`src/rtl/pix_matrix_conv.sv`:
```
module pix_matrix_conv #(
  parameter int CW = 8
) (
  input  logic            clk,
  input  logic            rst_n,
  input  logic            cfg_we,
  input  logic [2:0]      cfg_addr,
  input  logic [31:0]     cfg_wdata,
  input  logic            frame_start,
  input  logic            in_valid,
  output logic            in_ready,
  input  logic [3*CW-1:0] in_pix,
  output logic            out_valid,
  input  logic            out_ready,
  output logic [3*CW-1:0] out_pix
);
  localparam int KW = 9;
  localparam int OW = 13;
  localparam int PW = KW + CW + 1;
  localparam int AW = 26;
  localparam int RW = AW - 9;

  logic [31:0] sw0, sw2, sw4, aw0, aw2, aw4;
  logic [10:0] sw1, aw1;
  logic [7:0]  sw3, sw5, aw3, aw5;

  always_ff @(posedge clk) begin
    if (!rst_n) begin
      sw0 <= '0; sw1 <= '0; sw2 <= '0; sw3 <= '0; sw4 <= '0; sw5 <= '0;
      aw0 <= '0; aw1 <= '0; aw2 <= '0; aw3 <= '0; aw4 <= '0; aw5 <= '0;
    end else begin
      if (cfg_we) begin
        case (cfg_addr)
          3'd0: sw0 <= cfg_wdata;
          3'd1: sw1 <= cfg_wdata[10:0];
          3'd2: sw2 <= cfg_wdata;
          3'd3: sw3 <= cfg_wdata[7:0];
          3'd4: sw4 <= cfg_wdata;
          3'd5: sw5 <= cfg_wdata[7:0];
          default: ;
        endcase
      end
      if (frame_start) begin
        aw0 <= sw0; aw1 <= sw1; aw2 <= sw2;
        aw3 <= sw3; aw4 <= sw4; aw5 <= sw5;
      end
    end
  end

  logic signed [KW-1:0] k [3][3];
  logic signed [OW-1:0] off [3];
  logic [1:0] scl;
  logic       vid;

  always_comb begin
    k[0][0] = aw0[26:18]; k[1][1] = aw0[17:9]; k[2][2] = aw0[8:0];
    k[0][1] = aw2[26:18]; k[1][0] = aw2[17:9]; k[2][0] = aw2[8:0];
    k[0][2] = aw4[26:18]; k[1][2] = aw4[17:9]; k[2][1] = aw4[8:0];
    off[0] = {aw1[7:0], aw0[31:27]};
    off[1] = {aw3, aw2[31:27]};
    off[2] = {aw5, aw4[31:27]};
    scl = aw1[9:8];
    vid = aw1[10];
  end

  wire adv = out_ready;
  assign in_ready = out_ready;

  logic signed [PW-1:0] p1 [3][3];
  logic signed [OW-1:0] o1 [3];
  logic [1:0] s1;
  logic       sat1, v1;

  always_ff @(posedge clk) begin
    if (!rst_n) begin
      v1 <= 1'b0; s1 <= '0; sat1 <= 1'b0;
      for (int i = 0; i < 3; i++) begin
        o1[i] <= '0;
        for (int j = 0; j < 3; j++) p1[i][j] <= '0;
      end
    end else if (adv) begin
      v1   <= in_valid;
      s1   <= scl;
      sat1 <= vid;
      for (int i = 0; i < 3; i++) begin
        o1[i] <= off[i];
        for (int j = 0; j < 3; j++)
          p1[i][j] <= k[i][j] * $signed({1'b0, in_pix[CW*j +: CW]});
      end
    end
  end

  logic signed [AW-1:0] acc [3];
  logic signed [AW-1:0] oe  [3];
  logic signed [AW-1:0] tot [3];

  always_comb begin
    for (int i = 0; i < 3; i++) begin
      acc[i] = p1[i][0] + p1[i][1] + p1[i][2];
      oe[i]  = o1[i];
      tot[i] = (acc[i] <<< s1) + (oe[i] <<< 7) + 26'sd256;
    end
  end

  logic signed [RW-1:0] r2 [3];
  logic sat2, v2;

  always_ff @(posedge clk) begin
    if (!rst_n) begin
      v2 <= 1'b0; sat2 <= 1'b0;
      for (int i = 0; i < 3; i++) r2[i] <= '0;
    end else if (adv) begin
      v2   <= v1;
      sat2 <= sat1;
      for (int i = 0; i < 3; i++) r2[i] <= RW'(tot[i] >>> 9);
    end
  end

  logic signed [RW-1:0] lo [3];
  logic signed [RW-1:0] hi [3];
  logic [CW-1:0] cl [3];

  always_comb begin
    for (int i = 0; i < 3; i++) begin
      lo[i] = sat2 ? RW'(16) : RW'(0);
      hi[i] = sat2 ? ((i == 0) ? RW'(235) : RW'(240)) : RW'(255);
      if (r2[i] < lo[i])      cl[i] = CW'(lo[i]);
      else if (r2[i] > hi[i]) cl[i] = CW'(hi[i]);
      else                    cl[i] = CW'(r2[i]);
    end
  end

  logic [CW-1:0] q3 [3];
  logic sat3, v3;

  always_ff @(posedge clk) begin
    if (!rst_n) begin
      v3 <= 1'b0; sat3 <= 1'b0;
      for (int i = 0; i < 3; i++) q3[i] <= '0;
    end else if (adv) begin
      v3   <= v2;
      sat3 <= sat2;
      for (int i = 0; i < 3; i++) q3[i] <= cl[i];
    end
  end

  assign out_valid = v3;
  assign out_pix   = {q3[2], q3[1], q3[0]};

  p_hold_on_stall_r9: assert property (@(posedge clk) disable iff (!rst_n)
    (out_valid && !out_ready) |=> (out_valid && $stable(out_pix)));

  p_advance_r8: assert property (@(posedge clk) disable iff (!rst_n)
    (v2 && out_ready) |=> out_valid);

  p_luma_range_r6: assert property (@(posedge clk) disable iff (!rst_n)
    (out_valid && sat3) |-> (out_pix[7:0] >= 8'd16 && out_pix[7:0] <= 8'd235));

  p_chroma_range_r6: assert property (@(posedge clk) disable iff (!rst_n)
    (out_valid && sat3) |-> (out_pix[15:8] >= 8'd16 && out_pix[15:8] <= 8'd240 &&
                             out_pix[23:16] >= 8'd16 && out_pix[23:16] <= 8'd240));

  p_frozen_input_r9: assert property (@(posedge clk) disable iff (!rst_n)
    !out_ready |=> $stable(v1));
endmodule

```
`config.mk`:
```
export PLATFORM = sky130hd
export DESIGN_NAME = pix_matrix_conv
export DESIGN_NICKNAME = d
export VERILOG_FILES = /design/src/rtl/pix_matrix_conv.sv
export SDC_FILE = /design/constraint.sdc
export NUM_CORES = 2
export LEC_CHECK = 0
export BUFFER_PORTS_ARGS = -buffer_cell sky130_fd_sc_hd__buf_2
export CAP_MARGIN = 20
export CELL_PAD_IN_SITES_DETAIL_PLACEMENT = 1
export CELL_PAD_IN_SITES_GLOBAL_PLACEMENT = 1
export CORE_MARGIN = 4
export CORE_UTILIZATION = 24
export CTS_CLUSTER_SIZE = 12
export DETAILED_ROUTE_END_ITERATION = 6
export GPL_ROUTABILITY_DRIVEN = 1
export PLACE_DENSITY = 0.48
export SYNTH_ARGS = -nofsm -noshare
export SYNTH_HDL_FRONTEND = slang
export SYNTH_SLANG_ARGS = --single-unit
```
`constraint.sdc`:
```
create_clock -name clk -period 12.75 [get_ports clk]
set_clock_uncertainty 0.2 [all_clocks]
set_input_delay 0 -clock clk [delete_from_list [all_inputs] [get_ports clk]]
set_output_delay 0 -clock clk [all_outputs]
set_load 0.02 [all_outputs]
```
After elaboration in Yosys (flattened, before gate mapping):

Memory sizes are Yosys's and may differ from the RTL's.
Index checks and enable logic that the tools add are counted.

* bits in registers: 253
* memory bits (writable): 276
* input port bits: 65
* output and inout bits: 26
* logic and storage cells: 113
* memories: 4

Memory list
* p1: words 3, width 54, rd ports 3, clocked after memory_dff 0, wr ports 3, RTL line 69 `logic signed [PW-1:0] p1 [3][3];`
* r2: words 3, width 17, rd ports 3, clocked after memory_dff 0, wr ports 3, RTL line 105 `logic signed [RW-1:0] r2 [3];`
* o1: words 3, width 13, rd ports 3, clocked after memory_dff 0, wr ports 3, RTL line 70 `logic signed [OW-1:0] o1 [3];`
* q3: words 3, width 8, rd ports 3, clocked after memory_dff 0, wr ports 3, RTL line 133 `logic [CW-1:0] q3 [3];`

* add/sub/neg operators: 12
* $mul: 9
* $lt $le $gt $ge: 6
* equal/unequal tests: 5
* shift operators: 3
* mux-type cells: 31
* bitwise logic cells: 18
* reductions and logical operators: 7

Operators with widths (number)
* $mul A9 B9 Y18: 9
* $mux W18: 9
* $add A26 B10 Y26 const B: 3
* $add A26 B20 Y26: 3
* $sshl A20 B2 Y26: 3
* $mux W8: 9
* $add A19 B18 Y20: 3
* $add A18 B18 Y19: 3
* $mux W17: 3
* $mux W13: 3
* $gt A17 B9 Y1: 2
* $lt A17 B17 Y1: 2
* $or A1 B1 Y1: 18
* $gt A17 B17 Y1: 1
* $lt A17 B6 Y1: 1
* $reduce_and A2 Y1: 6
* $mux W5: 2
* $eq A3 B2 Y1 const B: 2
* $eq A3 B3 Y1 const B: 2
* $mux W1: 4
* $mux W4: 1
* $eq A3 B1 Y1 const B: 1
* $logic_not A3 Y1: 1

Longest topological paths before layout:

An unclocked memory read counts as a cell.

* depth in word-level cells: 7
* gate-level depth with buffers: 29
* gate-level depth less buffers: 29

Worst setup path after synthesis:

OpenSTA, ideal clock, no wires.

* path type: input-to-reg
* start: in out_ready
* end: mem o1[0][0], enable pin
* setup time: 688 ps
* arrival time: 7152 ps
* data required time: 11862 ps
* slack: 4710 ps
* stages: 3
* buffers on the path: 2
* cell sequence: clkbuf_1 clkbuf_1 nand2b_1

RTL lines
* from (decl): RTL line 14 `input logic out_ready,`
* to (decl): RTL line 70

==> run summary <==
RSZ-0062 raised after global routing - false
Buffer depth of the longest clock path - 3
Met1 track demand over resource - 20.29%
Antenna violations before repair - 13
Sequential Power Share - 39.3%
Yosys synthesis warning count - 0
Routed vias - 36.72k
Core box area - 0.2129 mm^2
Place WS - 6.216 ns
Sw Ratio - 31.35%
Grt met3 use - 1.713%
Area leader, netlist - fa_1
RD Place Congestion - 0.7956
Worst Max-Slew Pin Slew - 1.030 ns
Peak supply drop - 0.09376 mV
Arr. time, crit path - 6.78 ns
Commonest non-fill, non-tap cell in the layout - inv_1
Most frequent cells in the layout - inv_1 (883), nand2_1 (620), fa_1 (594)
Yosys top cell area share - 23.07%
Synth Area in XOR/XNOR - 2.991%
Worst hold path type - in2reg
Clk slew on worst S/H paths - 0.07 ns
Chip width - 471.4 um
Syn Nets - 6549
Mapped Cells - 5411
Post-synth top flop - edfxtp_1
HPWL after DPL - 124.4 mm
CTS tree - yes
CP endpoint kind - register
Compound-Gate Fraction of Synth Area - 8.733%
DRC violations left - 0
Worst setup margin - 6.144 ns
First-pass GRT wire length - 248.9 mm
Ys async rst share - 0%
Crit path launch type - register
M2 GR Usage - 24.22%
Post-synth EDFFs - 276
Slew Viols, Final - 0
H-tree depth - 3
#FFs+latches synth - 529
Total Wirelength - 161.6 mm
Mapped Area - 0.05154 mm^2
Synth Area in Simple Gates - 16.57%
Placed insts - 8153
Syn_area_per_cell - 9.524 um^2
Skew-Pair Late Insertion Delay - 0.69 ns
Via/cell ratio - 4.401
Sequential element share of the synthesized area - 25.91%
Synth top area cells - fa_1 (23%), edfxtp_1 (16%), ha_1 (12%)
Layout Cells excl Fill - 8345
Layout Nets - 6600
Total GRT Usage - 14.63%
Adder-cell share of the synthesized area - 34.70%
Crit path max fanout - 5
Logic pwr share - 20.3%
Largest net degree at the start of global routing - 228
Final TNS setup - 0 ns
Setup CP Type - reg2reg
Distinct cell type count after synthesis - 80
Post-synthesis mux area share - 3.234%
Drt wl/cell - 19.36 um
Buffers on Ports - 90
CP cell instances - fa_1 > ha_1 > a21o_1 > a21oi_1 > o21ai_1 > a21o_1 > a21oi_1 > o21bai_1 > a21oi_1 > nor3b_1 > a221o_1 > o21ai_1 > ha_1 > ha_1 > o211ai_1 > a21boi_0 > o2111ai_1 > o31ai_1 > a41oi_1 > or3_1 > a31oi_1 > xor2_1 > nor2_1
Remaining Overflow, GRT - 0
Cell Pwr Density - 85.07 mW/mm^2
Cell area after layout - 0.05790 mm^2
Required time of the worst setup path - 12.93 ns
Root Buffer Master - clkbuf_16
Setup violators final - 0
Static Leak - 27.03 nW
TritonCTS Sinks - 529
CTS Buf Count - 68
ANT nets after route - 0
Die Y - 471.4 um
Placed Area - 0.05503 mm^2
Top-level I/O count - 91
Main combinational cell family by area after synthesis - adder cells
Layout cells sized above 1 - 4.748%
Peak Freq - 151.4 MHz
Switching component of the power - 0.001544 W
Final min period - 6.607 ns
Die area - 0.2222 mm^2
Slew margin rel. - 30.79%
Tot Pwr - 0.004926 W
Vias in the first global route - 40.07k
Post_cts resized - 0
Slowest CP cell - fa_1
GR peak layer - met2
Reg2reg setup slack - 6.14 ns
Internal Power - 0.003382 W
Clk network pwr share - 40.4%
Pre-antenna DRT Iters - 5
Final Hold Viols - 0
# rows - 169
# Max-Cap Violations - 0
Initial DRC Count - 1616
Status - completed
Initial Util - 24.20%
Peak per-stage delay on the critical path - 0.48 ns
Final worst path period share - 51.82%
Area Overhead vs Synth - 12.36%
-- final timing paths --
path / start / to / depth (start not counted)
min reg2reg: sw5[4]$_SDFFE_PN0P_ / sw5[4]$_SDFFE_PN0P_ / 2
max: p1[0][112]$_SDFFCE_PN0P_ / r2[0][48]$_SDFFCE_PN0P_ / 23
max reg2reg: p1[0][112]$_SDFFCE_PN0P_ / r2[0][48]$_SDFFCE_PN0P_ / 23
min: cfg_wdata[13] / sw2[13]$_SDFFE_PN0P_ / 4
-- power groups by stage --
stage	Sequential [W]	Combinational [W]	Clock [W]
detailed placement	0.00197	0.000993	0
CTS	0.00194	0.00101	0.00206
global route	0.00194	0.00113	0.00213
finish	0.00194	0.00100	0.00199
global placement	0.00197	0.000983	0
floorplan	0.00196	0.000665	0
-- kinds of logic after synthesis --
group                    after synthesis
AND/OR/NAND/NOR                     1721
buffers and inverters               1077
adder cells (fa/ha/maj)             1073
AO/OA/AOI/OAI                        669
flip-flops                           529
XOR/XNOR                             176
multiplexers                         166
-- through the flow --
stage	util [%]	hold WS [ns]
final	27.19	0.05660
after global routing	27.19	0.04722
after CTS	27.19	0.0007755
after detailed placement	25.85	0.07649
after global placement	25.85	0.07064
after floorplan	-	-0.08741
-- cell type report --
type,count,area (um^2)
diodes,6,15.01
clock buffers,91,1881
clock inverters,35,375.4
fillers,24410,155000
inverters,884,3318
multi-input cells,3805,34170
flip-flops and latches,529,13360
well taps,2821,3530
repair buffers,174,1265
-- worst max-delay path: cells and delay by family, from the launching register on --
kind            cells  cell delay [ns]
flops               1             0.39
fa+ha+maj           4             1.52
simple gates        3             0.71
xor+xnor            1             0.16
compound gates     15             3.32
-- what timing repair did --
action,in CTS,in global routing
hold buffers,60,0
buffers inserted,0,0
hold endpoints to repair,213,0
-- registers in the layout, indices dropped and copies added, names as in the netlist --
name	flops
sat1	1
q3	24
aw0	32
p1	162
sw3	8
out_valid	1
sw2	32
v2	1
s1	2
aw2	32
sat2	1
v1	1
aw5	8
o1	39
aw3	8
sw0	32
aw1	11
sw5	8
sw1	11
sw4	32
r2	51
aw4	32
-- cell usage after synthesis, types with 112 or more instances --
cell type and instances:
a21boi_0 138, a21oi_1 157, and2_1 406, clkbuf_1 177, dfxtp_1 253, edfxtp_1 276
fa_1 594, ha_1 479, inv_1 883, mux2i_1 162, nand2_1 621, nor2_1 230
nor2b_1 164, o21ai_0 112
-- layer usage --
| layer | vias up | part of all wire, % | wire length (um) |
|---|---|---|---|
| li1 | 17510 | - | - |
| met1 | 18690 | 48 | 77510 |
| met2 | 385 | 47 | 75330 |
| met3 | 136 | 2.9 | 4665 |
| met4 | 0 | 2.5 | 4083 |
| met5 | - | 0 | 0 |
No activity file was read; power rests on OpenSTA's default activity.
